$ cat src/rtl/multi_pwm_pkg.sv
package multi_pwm_pkg;
  localparam int DATA_W = 32;
  localparam int CNT_W  = 16;
  localparam int LVL_W  = 2;
  localparam int PRE_W  = 3;
  localparam int DIV_W  = (1 << PRE_W) - 1;
  localparam int PER_W  = CNT_W + 2 * LVL_W + PRE_W;

  // Bit positions inside the period word
  localparam int ACT_LVL_LSB = CNT_W;
  localparam int IDL_LVL_LSB = CNT_W + LVL_W;
  localparam int PRE_LSB     = CNT_W + 2 * LVL_W;

  // Control path to datapath: run strobe plus shadow contents per channel
  typedef struct packed {
    logic              run;
    logic [DATA_W-1:0] winWord;
    logic [PER_W-1:0]  perWord;
  } chanCfg_t;
endpackage

$ cat src/rtl/multi_pwm_ctrl.sv
module multi_pwm_ctrl
  import multi_pwm_pkg::*;
#(
  parameter int NUM_CH = 4,
  parameter int ADDR_W = 8
) (
  input  logic                          clk,
  input  logic                          rstN,
  input  logic                          busWe,
  input  logic [ADDR_W-1:0]             busAddr,
  input  logic [DATA_W-1:0]             busWdata,
  output logic [DATA_W-1:0]             busRdata,
  output chanCfg_t [NUM_CH-1:0]         cfgO
);
  localparam int IDX_W = ADDR_W - 5;

  logic [NUM_CH-1:0] enReg;
  logic [DATA_W-1:0] winShadow [NUM_CH];
  logic [PER_W-1:0]  perShadow [NUM_CH];

  logic             isCtrl, isWin, isPer;
  logic [1:0]       ctrlOp;
  logic [IDX_W-1:0] chanIdx;

  always_comb begin
    chanIdx = busAddr[ADDR_W-1:5];
    ctrlOp  = busAddr[3:2];
    isCtrl  = (busAddr[ADDR_W-1:4] == '0) && (busAddr[1:0] == 2'b00);
    isWin   = busAddr[4] && (busAddr[3:0] == 4'h0) && (int'(chanIdx) < NUM_CH);
    isPer   = !busAddr[4] && (busAddr[3:0] == 4'h0) && (chanIdx != '0) &&
              (int'(chanIdx) <= NUM_CH);
  end

  always_ff @(posedge clk or negedge rstN) begin
    if (!rstN) begin
      enReg <= '0;
    end else if (busWe && isCtrl) begin
      case (ctrlOp)
        2'd0: enReg <= busWdata[NUM_CH-1:0];
        2'd1: enReg <= enReg | busWdata[NUM_CH-1:0];
        2'd2: enReg <= enReg & ~busWdata[NUM_CH-1:0];
        default: enReg <= enReg ^ busWdata[NUM_CH-1:0];
      endcase
    end
  end

  for (genvar n = 0; n < NUM_CH; n++) begin : gShadow
    always_ff @(posedge clk or negedge rstN) begin
      if (!rstN) begin
        winShadow[n] <= '0;
        perShadow[n] <= '0;
      end else if (busWe) begin
        if (isWin && int'(chanIdx) == n) winShadow[n] <= busWdata;
        if (isPer && int'(chanIdx) == n + 1) perShadow[n] <= busWdata[PER_W-1:0];
      end
    end
    assign cfgO[n].run     = enReg[n];
    assign cfgO[n].winWord = winShadow[n];
    assign cfgO[n].perWord = perShadow[n];
  end

  always_comb begin
    busRdata = '0;
    if (isCtrl) busRdata[NUM_CH-1:0] = enReg;
    for (int i = 0; i < NUM_CH; i++) begin
      if (isWin && int'(chanIdx) == i) busRdata = winShadow[i];
      if (isPer && int'(chanIdx) == i + 1) busRdata = {{(DATA_W-PER_W){1'b0}}, perShadow[i]};
    end
  end

  AST_SET_ALIAS: assert property (@(posedge clk) disable iff (!rstN)
    (busWe && isCtrl && ctrlOp == 2'd1) |=> enReg == ($past(enReg) | $past(busWdata[NUM_CH-1:0])));
  AST_CLR_ALIAS: assert property (@(posedge clk) disable iff (!rstN)
    (busWe && isCtrl && ctrlOp == 2'd2) |=> (enReg & $past(busWdata[NUM_CH-1:0])) == '0);
  AST_TOG_ALIAS: assert property (@(posedge clk) disable iff (!rstN)
    (busWe && isCtrl && ctrlOp == 2'd3) |=> enReg == ($past(enReg) ^ $past(busWdata[NUM_CH-1:0])));
  AST_EN_HOLD: assert property (@(posedge clk) disable iff (!rstN)
    !(busWe && isCtrl) |=> $stable(enReg));
endmodule

$ cat src/rtl/multi_pwm_chan.sv
module multi_pwm_chan
  import multi_pwm_pkg::*;
(
  input  logic     clk,
  input  logic     rstN,
  input  chanCfg_t cfgI,
  output logic     pinO,
  output logic     oeO
);
  logic [CNT_W-1:0] wStart, wDuty, wPer, cnt;
  logic [LVL_W-1:0] wActLvl, wIdlLvl, lvl;
  logic [PRE_W-1:0] wPre;
  logic [DIV_W-1:0] pre, preLimit;
  logic             tick, last, rollEvent, inWindow, active;

  always_comb begin
    preLimit  = DIV_W'((DIV_W+1)'(1) << wPre) - DIV_W'(1);
    tick      = (pre == preLimit);
    last      = ({1'b0, cnt} + (CNT_W+1)'(1)) >= {1'b0, wPer};
    rollEvent = cfgI.run && tick && last;
  end

  always_ff @(posedge clk or negedge rstN) begin
    if (!rstN) begin
      cnt <= '0; pre <= '0;
      wStart <= '0; wDuty <= '0; wPer <= '0;
      wActLvl <= '0; wIdlLvl <= '0; wPre <= '0;
    end else begin
      if (!cfgI.run) begin
        cnt <= '0;
        pre <= '0;
      end else if (tick) begin
        pre <= '0;
        cnt <= last ? '0 : cnt + CNT_W'(1);
      end else begin
        pre <= pre + DIV_W'(1);
      end
      if (!cfgI.run || rollEvent) begin
        wStart  <= cfgI.winWord[CNT_W-1:0];
        wDuty   <= cfgI.winWord[DATA_W-1:CNT_W];
        wPer    <= cfgI.perWord[CNT_W-1:0];
        wActLvl <= cfgI.perWord[ACT_LVL_LSB +: LVL_W];
        wIdlLvl <= cfgI.perWord[IDL_LVL_LSB +: LVL_W];
        wPre    <= cfgI.perWord[PRE_LSB +: PRE_W];
      end
    end
  end

  always_comb begin
    inWindow = (cnt >= wStart) && (cnt < wDuty);
    active   = cfgI.run && (wDuty != '0) && ((wDuty >= wPer) || inWindow);
    lvl      = active ? wActLvl : wIdlLvl;
    pinO     = (lvl == 2'b11);
    oeO      = lvl[1];
  end

  AST_IDLE_WHEN_OFF: assert property (@(posedge clk) disable iff (!rstN)
    !cfgI.run |=> (cnt == '0 && pre == '0));
  AST_CNT_IN_RANGE: assert property (@(posedge clk) disable iff (!rstN)
    (cfgI.run && wPer != '0) |-> cnt < wPer);
  AST_PRE_BOUND: assert property (@(posedge clk) disable iff (!rstN)
    cfgI.run |-> pre <= preLimit);
  AST_HOLD_WORKING: assert property (@(posedge clk) disable iff (!rstN)
    (cfgI.run && !rollEvent) |=> ($stable(wPer) && $stable(wDuty) && $stable(wStart)));
endmodule

$ cat src/rtl/multi_pwm_dp.sv
module multi_pwm_dp
  import multi_pwm_pkg::*;
#(
  parameter int NUM_CH = 4
) (
  input  logic                  clk,
  input  logic                  rstN,
  input  chanCfg_t [NUM_CH-1:0] cfgI,
  output logic [NUM_CH-1:0]     pinO,
  output logic [NUM_CH-1:0]     oeO
);
  for (genvar n = 0; n < NUM_CH; n++) begin : gChan
    multi_pwm_chan chan_i (
      .clk  (clk),
      .rstN (rstN),
      .cfgI (cfgI[n]),
      .pinO (pinO[n]),
      .oeO  (oeO[n])
    );
  end
endmodule

$ cat src/rtl/multi_pwm.sv
module multi_pwm
  import multi_pwm_pkg::*;
#(
  parameter int NUM_CH = 4,
  parameter int ADDR_W = 8
) (
  input  logic              clk,
  input  logic              rstN,
  input  logic              busWe,
  input  logic [ADDR_W-1:0] busAddr,
  input  logic [31:0]       busWdata,
  output logic [31:0]       busRdata,
  output logic [NUM_CH-1:0] pwmPin,
  output logic [NUM_CH-1:0] pwmOe
);
  chanCfg_t [NUM_CH-1:0] cfg;

  multi_pwm_ctrl #(.NUM_CH(NUM_CH), .ADDR_W(ADDR_W)) ctrl_i (
    .clk      (clk),
    .rstN     (rstN),
    .busWe    (busWe),
    .busAddr  (busAddr),
    .busWdata (busWdata),
    .busRdata (busRdata),
    .cfgO     (cfg)
  );

  multi_pwm_dp #(.NUM_CH(NUM_CH)) dp_i (
    .clk  (clk),
    .rstN (rstN),
    .cfgI (cfg),
    .pinO (pwmPin),
    .oeO  (pwmOe)
  );
endmodule

$ cat config.mk
export PLATFORM = sky130hd
export DESIGN_NAME = multi_pwm
export DESIGN_NICKNAME = d
export VERILOG_FILES = /design/src/rtl/multi_pwm_pkg.sv /design/src/rtl/multi_pwm_ctrl.sv /design/src/rtl/multi_pwm_chan.sv /design/src/rtl/multi_pwm_dp.sv /design/src/rtl/multi_pwm.sv
export SDC_FILE = /design/constraint.sdc
export NUM_CORES = 1
export LEC_CHECK = 0
export BUFFER_PORTS_ARGS = -buffer_cell sky130_fd_sc_hd__buf_2
export CAP_MARGIN = 20
export CORE_UTILIZATION = 35
export CTS_BUF_LIST = sky130_fd_sc_hd__clkbuf_16
export CTS_CLUSTER_DIAMETER = 150
export DETAILED_ROUTE_END_ITERATION = 12
export GPL_TIMING_DRIVEN = 0
export PLACE_DENSITY_LB_ADDON = 0.1
export SYNTH_ARGS = -nofsm -noshare
export SYNTH_HDL_FRONTEND = slang
export SYNTH_SLANG_ARGS = --single-unit
$ cat constraint.sdc
create_clock -name clk -period 10.9 [get_ports clk]
set_clock_uncertainty 0.2 [all_clocks]
set_input_delay 0 -clock clk [delete_from_list [all_inputs] [get_ports clk]]
set_output_delay 0 -clock clk [all_outputs]
set_load 0.005 [all_outputs]
==> impl_metrics.tcl, run 1 <==
set metrics [dict create \
    via_count 22700 \
    grt-ovfl-total 0 \
    layout_setup_ws_ns 6.28 \
    syn_avg_cell_area_sq_um 10.9 \
    grt_pass1_vias 22700 \
    io_buffer_count 80 \
    async_reset_ff_share_pct 100 \
    hold_path_class "in2reg" \
    gp_congestion 0.914 \
    cp.required_ns 11.19 \
    postCtsSetupBuffers 0 \
    crit_chain "ha_1, and3_1, nand3_1, nor2_1, nand2_1, xnor2_1, ha_1, a21o_1, a211o_1, a41oi_1, nor2b_1, or2_1, buf_4, buf_6, mux2_4" \
    drt-total-wl_um 102000 \
    syn_area_sq_um 30100 \
    slew_violations 0 \
    die_h_um 295 \
    cts.repair.resized 0 \
    antenna_found_initial 4 \
    synth_fp_nets 3082 \
    slew_headroom_pct 17.3 \
    syn_to_final_growth_pct 15.5 \
    yosys_warnings 0 \
    crit_path_start_kind "flip-flop" \
    ant_nets 0 \
    setup_viol_count_final 0 \
    ys_seq_area_share_pct 44.5 \
    first_iter_violations 1549 \
    route.detailed.drc 0 \
    synthTopCellsByArea "dfrtp_1 (45%), ha_1 (11%), mux2_2 (11%)" \
    max_stage_delay_ns 0.46 \
    postSynthCellCount 2767 \
    cts_buffers 67 \
    period_share_pct 42.4 \
    cts_root_buf "clkbuf_16" \
    hpwlAfterDp_um 79600 \
    h-tree-depth 3 \
    die_area_sq_um 87300 \
    netlist.area_leader.share_pct 44.5 \
    rows 107 \
    critical_path_class "reg2reg" \
    tightest_slew_ns 1.23 \
    cp-end-kind "flip-flop" \
    ios 83 \
    finalSetupTns_ns 0 \
    hold_viol 0 \
    coreArea_sq_um 85300 \
    ir_worst_vdd_v 0.000201 \
    layout.filler_cells 8244 \
    power.density_nw_per_um2 255 \
    p_leak_uw 0.0165 \
    max-clock-path-buffers 3 \
    outcome "finished clean" \
    wire_per_inst_um 24.4 \
    synthFlopType "dfrtp_1" \
    clock_latency_ns 0.62 \
    grt_util_all_layers_pct 23.5 \
    arrival_ns 4.91 \
    rsz0062_at_grt "no" \
    cp_num_buf_inv 2 \
    cp_max_fo 10 \
    cts_tree "yes" \
    multi_input_area_sq_um 15300 \
    fp.dieW_um 295 \
    grt_pass1_wl_um 151000 \
    maxCapViolations 0 \
    cp_top_family "simple AND/OR/NAND/NOR gates" \
    cts_hold_buf 47 \
    crit_slowest_cell "dfrtp_1" \
    yosysTopAreaCell "dfrtp_1" \
    layout-drive-gt1-share_pct 19.2 \
    start_util_pct 35.3 \
    viasPerCell 5.45 \
    synth_cell_type_count 74 \
    nets 3285 \
    path_common_cell "ha_1" \
    dr.pass1.iters 11 \
    period_needed_ns 4.62 \
    synth-edff-count 0 \
    synth_seq_cells 536 \
    clock-sinks 536 \
    grt_max_degree 120 \
    path_clk_slew_ns 0.06 \
    seq_area_sq_um 13400 \
    dpl_worst_slack_ns 6.35 \
    fmax_mhz 217 \
]
[final timing paths]
| path | slack (ns) | to | cells after the start | from |
|---|---|---|---|---|
| max | 6.28 | dp_i.gChan[2].chan_i.wDuty[9] | 15 | dp_i.gChan[2].chan_i.cnt[1] |
| min | 0.04 | ctrl_i.cfgO[108] | 3 | busWdata[29] |
| max reg2reg | 6.28 | dp_i.gChan[2].chan_i.wDuty[9] | 15 | dp_i.gChan[2].chan_i.cnt[1] |
| min reg2reg | 0.28 | ctrl_i.cfgO[171] | 2 | ctrl_i.cfgO[171] |
| max in group asynchronous | 8.21 | dp_i.gChan[0].chan_i.cnt[10] | 7 | rstN |
| min in group asynchronous | 0.28 | dp_i.gChan[2].chan_i.pre[0] | 4 | rstN |
[stage by stage]
stage          cells  total power, uW  hold slack (ns)  cell area, sq um  utilization [%]
6_report        4166             8890           0.0389             34800             40.8
5_1_grt         4165             9470           0.0574             34800             40.8
4_1_cts         4163             8970           0.0172             34800             40.8
3_5_place_dp    3996             6670           -0.216             32100             37.7
3_3_place_gp    3991             6590            0.136             32000             37.5
2_1_floorplan   2767             5320           -0.496             30100                -
[metal layers]
layer	up-vias	track usage [%]	routed length (um)
met5	-	0	0
met4	0	7.04	2690
met3	147	4.73	5810
met2	610	37.9	47100
met1	11500	31.8	46100
li1	10500	-	-
[layout by cell type (no fill, tap or decap), types with 11 or more instances in the layout]
cell	n
nand3_1	88
nand2b_1	13
o22ai_1	51
buf_6	11
and4_1	13
a21oi_1	90
mux2_2	289
nor2_1	122
nor3_1	52
a21o_1	13
a211o_1	11
buf_2	97
clkinv_1	12
nor2b_1	18
dlygate4sd3_1	46
nand2_1	206
a222oi_1	28
a211oi_1	17
mux2_4	39
o21ai_0	112
inv_1	229
o211ai_1	13
a32o_1	25
and3_1	22
nand4_1	40
dfrtp_1	536
clkbuf_1	72
a2111oi_0	17
buf_4	17
mux2_1	39
clkbuf_16	67
ha_1	272
xor2_1	24
nor3b_1	12
a22oi_1	23
nor4_1	29
xnor2_1	72
[cell usage after synthesis, drive strengths merged, types with 17 or more instances]
| cell | count |
|---|---|
| a32o | 25 |
| and3 | 22 |
| nand3 | 88 |
| o21ai | 115 |
| nor2 | 125 |
| a211oi | 17 |
| ha | 272 |
| a21oi | 90 |
| mux2 | 367 |
| nor2b | 18 |
| nand4 | 40 |
| nor3 | 53 |
| a22oi | 23 |
| o22ai | 51 |
| buf | 49 |
| clkbuf | 72 |
| nand2 | 206 |
| a222oi | 28 |
| a2111oi | 17 |
| xor2 | 24 |
| xnor2 | 72 |
| inv | 216 |
| dfrtp | 536 |
| nor4 | 33 |
[registers in the layout, indices dropped and copies added (netlist names)]
register and flops:
dp_i.gChan.chan_i.wPre 12, ctrl_i.cfgO 220, dp_i.gChan.chan_i.wStart 64, dp_i.gChan.chan_i.wIdlLvl 8, dp_i.gChan.chan_i.wActLvl 8, dp_i.gChan.chan_i.wDuty 64
dp_i.gChan.chan_i.cnt 64, ctrl_i.enReg 4, dp_i.gChan.chan_i.wPer 64, dp_i.gChan.chan_i.pre 28
[power breakdown]
group	internal (uW)	total [uW]	leakage (uW)	switching, uW
logic	1540	4090	0.00800	2550
clock network	1300	2230	0.00111	935
registers	2280	2570	0.00738	285
total	5120	8890	0.0165	3770
[cells by family (layout without fill, tap and decap cells)]
| family | after synthesis | count (layout) | share of synthesized area, % |
|---|---|---|---|
| simple gates | 662 | 662 | 10.9 |
| flops | 536 | 536 | 44.5 |
| compound gates | 483 | 483 | 10.9 |
| mux | 381 | 381 | 14.8 |
| buf+inv | 337 | 591 | 4.76 |
| fa+ha+maj | 272 | 272 | 11.3 |
| xor+xnor | 96 | 96 | 2.79 |
| other cells | 0 | 1 | 0 |
[cell type report]
class / count / area share [%]
inverter: 216 / 2.33
buffer: 121 / 1.79
clock inverter: 53 / 1.44
sequential: 536 / 38.5
multi-input combinational: 1894 / 43.9
timing repair buffer: 134 / 3.02
tap: 1144 / 4.11
antenna: 1 / 0.00719
clock buffer: 67 / 4.82
[worst min-delay path, stage by stage]
cell and delay [ns]:
dlygate4sd3_1 0.52, buf_2 0.16, mux2_2 0.15
Power figures use the tool's default switching activity.
==> run 2: changes to the inputs <==
Clock period 10.9 ns to 4.3 ns, I/O delays scaled along.
==> run 2 against run 1 <==
  * Total power increased to 2.6 times the previous value
  * Routed wire length grew 0.36%
  * Die area is the same
  * Clock power grew to 2.5 times the previous value
  * Utilization is 0.22 points higher
  * Cell area grew 0.53%
  * Flip-flop and latch count unchanged
  * Register-to-register slack got worse by 6.1 ns
  * Highest routed layer unchanged
  * Combinational power grew to 2.6 times the previous value
  * Via count rose by 0.63%
  * Global-route usage hardly changed
  * Sequential power increased to 2.5 times the previous value
==> impl_metrics.tcl, run 2 (same netlist as run 1, synthesis figures left out) <==
set metrics [dict create \
    critical_path_class "reg2out" \
    arrival_ns 3.91 \
    multi_input_area_sq_um 15400 \
    setup_viol_count_final 0 \
    finalNonFillerCells 4173 \
    final_cell_area_sq_um 35000 \
    clock_latency_ns 0.63 \
    coreArea_sq_um 85300 \
    mostFrequentLayoutCells "dfrtp_1 (521), mux2_2 (289), ha_1 (271)" \
    maxCapViolations 0 \
    tightest_slew_ns 1.19 \
    clock-sinks 536 \
    seq_area_sq_um 13400 \
    p_leak_uw 0.0165 \
    largest_reg_flops 220 \
    path_clk_slew_ns 0.06 \
    fin_hold_ws_ns 0.0393 \
    gp_congestion 0.914 \
    hpwlAfterDp_um 79600 \
    grt_max_degree 120 \
    die_area_sq_um 87300 \
    hold_viol 0 \
    hold_path_class "in2reg" \
    outcome "finished clean" \
    slew_violations 0 \
    layout_setup_ws_ns 0.186 \
    grt_pass1_vias 22700 \
    die_h_um 295 \
    start_util_pct 35.3 \
    cts_buffers 67 \
    final_common_cell "dfrtp_1" \
    viasPerCell 5.48 \
    grt_util_all_layers_pct 23.5 \
    layout-drive-gt1-share_pct 20.5 \
    power.density_nw_per_um2 650 \
    rows 107 \
    dp_cells 3996 \
    slew_headroom_pct 19.7 \
    regToRegSetupSlack_ns 0.19 \
    max-clock-path-buffers 3 \
    cp.required_ns 4.10 \
    wire_per_inst_um 24.5 \
    ant_nets 0 \
    nets 3289 \
    grt-ovfl-total 0 \
    period_needed_ns 4.11 \
    fmax_mhz 243 \
    grt_pass1_wl_um 151000 \
    io_buffer_count 80 \
    cts_root_buf "clkbuf_16" \
    dr.pass1.iters 8 \
    place_area_sq_um 32100 \
    first_iter_violations 1512 \
    drt-total-wl_um 102000 \
    cts_tree "yes" \
    h-tree-depth 3 \
    dpl_worst_slack_ns -0.248 \
    rsz0062_at_grt "no" \
    crit_path_start_kind "flip-flop" \
    fp.dieW_um 295 \
    layout.filler_cells 8225 \
    period_share_pct 95.7 \
    ios 83 \
    syn_to_final_growth_pct 16.1 \
    route.detailed.drc 0 \
    ir_worst_vdd_v 0.000529 \
    cp_max_fo 8 \
    cp-end-kind "output port" \
    via_count 22900 \
    antenna_found_initial 4 \
]
-- run 2: timing repair --
action,CTS,global route
hold buffers,47,0
buffers inserted,0,5
setup endpoints to repair,127,261
pin swaps,0,1
resized for setup,16,46
endpoints found under the hold margin,358,0
-- run 2: stage by stage --
stage / setup TNS, ns / total power [uW] / utilization [%]
final: 0 / 22700 / 41.0
after global routing: 0 / 24200 / 41.0
after CTS: 0 / 22800 / 40.8
after detailed placement: -14.42 / 16900 / 37.7
after global placement: -4467.79 / 16700 / 37.5
after floorplan: 0 / 13500 / -
-- run 2: layout make-up --
class	count	area share, %
multi-input cells	1894	44.0
flip-flops and latches	536	38.4
inverters	216	2.32
repair buffers	139	3.11
diodes	4	0.0286
plain buffers	120	1.87
well taps	1144	4.09
clock buffers	67	4.79
clock inverters	53	1.43
-- run 2: report_power, final --
group | total [uW] | switching [uW] | leakage [uW] | internal (uW)
sequential | 6510 | 723 | 0.00735 | 5790
clock | 5660 | 2370 | 0.00111 | 3290
combinational | 10600 | 6530 | 0.00807 | 4050
-- run 2: final timing paths --
| check | from | to | cells past startpoint |
|---|---|---|---|
| setup / recovery | dp_i.gChan[2].chan_i.cnt[2] | pwmOe[2] | 9 |
| max in group asynchronous | rstN | dp_i.gChan[0].chan_i.cnt[6] | 7 |
| setup reg to reg | dp_i.gChan[2].chan_i.cnt[1] | dp_i.gChan[2].chan_i.wDuty[9] | 15 |
| hold / removal | busWdata[29] | ctrl_i.cfgO[108] | 3 |
| hold reg to reg | ctrl_i.cfgO[171] | ctrl_i.cfgO[171] | 2 |
| min in group asynchronous | rstN | dp_i.gChan[2].chan_i.pre[0] | 4 |
-- run 2: worst max-delay path: stages (launching register included) --
cell	delay, ns
dfrtp_2	0.49
ha_1	0.32
a211oi_1	0.25
a211oi_1	0.13
a2111oi_0	0.71
nor4_1	0.13
o32ai_2	0.62
mux2_2	0.41
buf_4	0.13
buf_2	0.11
-- run 2: per-layer routing --
layer / wire [um] / track usage [%] / part of all wire, % / vias up
li1: - / - / - / 10500
met3: 6040 / 4.73 / 5.9 / 150
met2: 47300 / 37.8 / 46 / 635
met1: 46000 / 31.8 / 45 / 11600
met4: 2780 / 7.13 / 2.7 / 0
met5: 0 / 0 / 0 / -
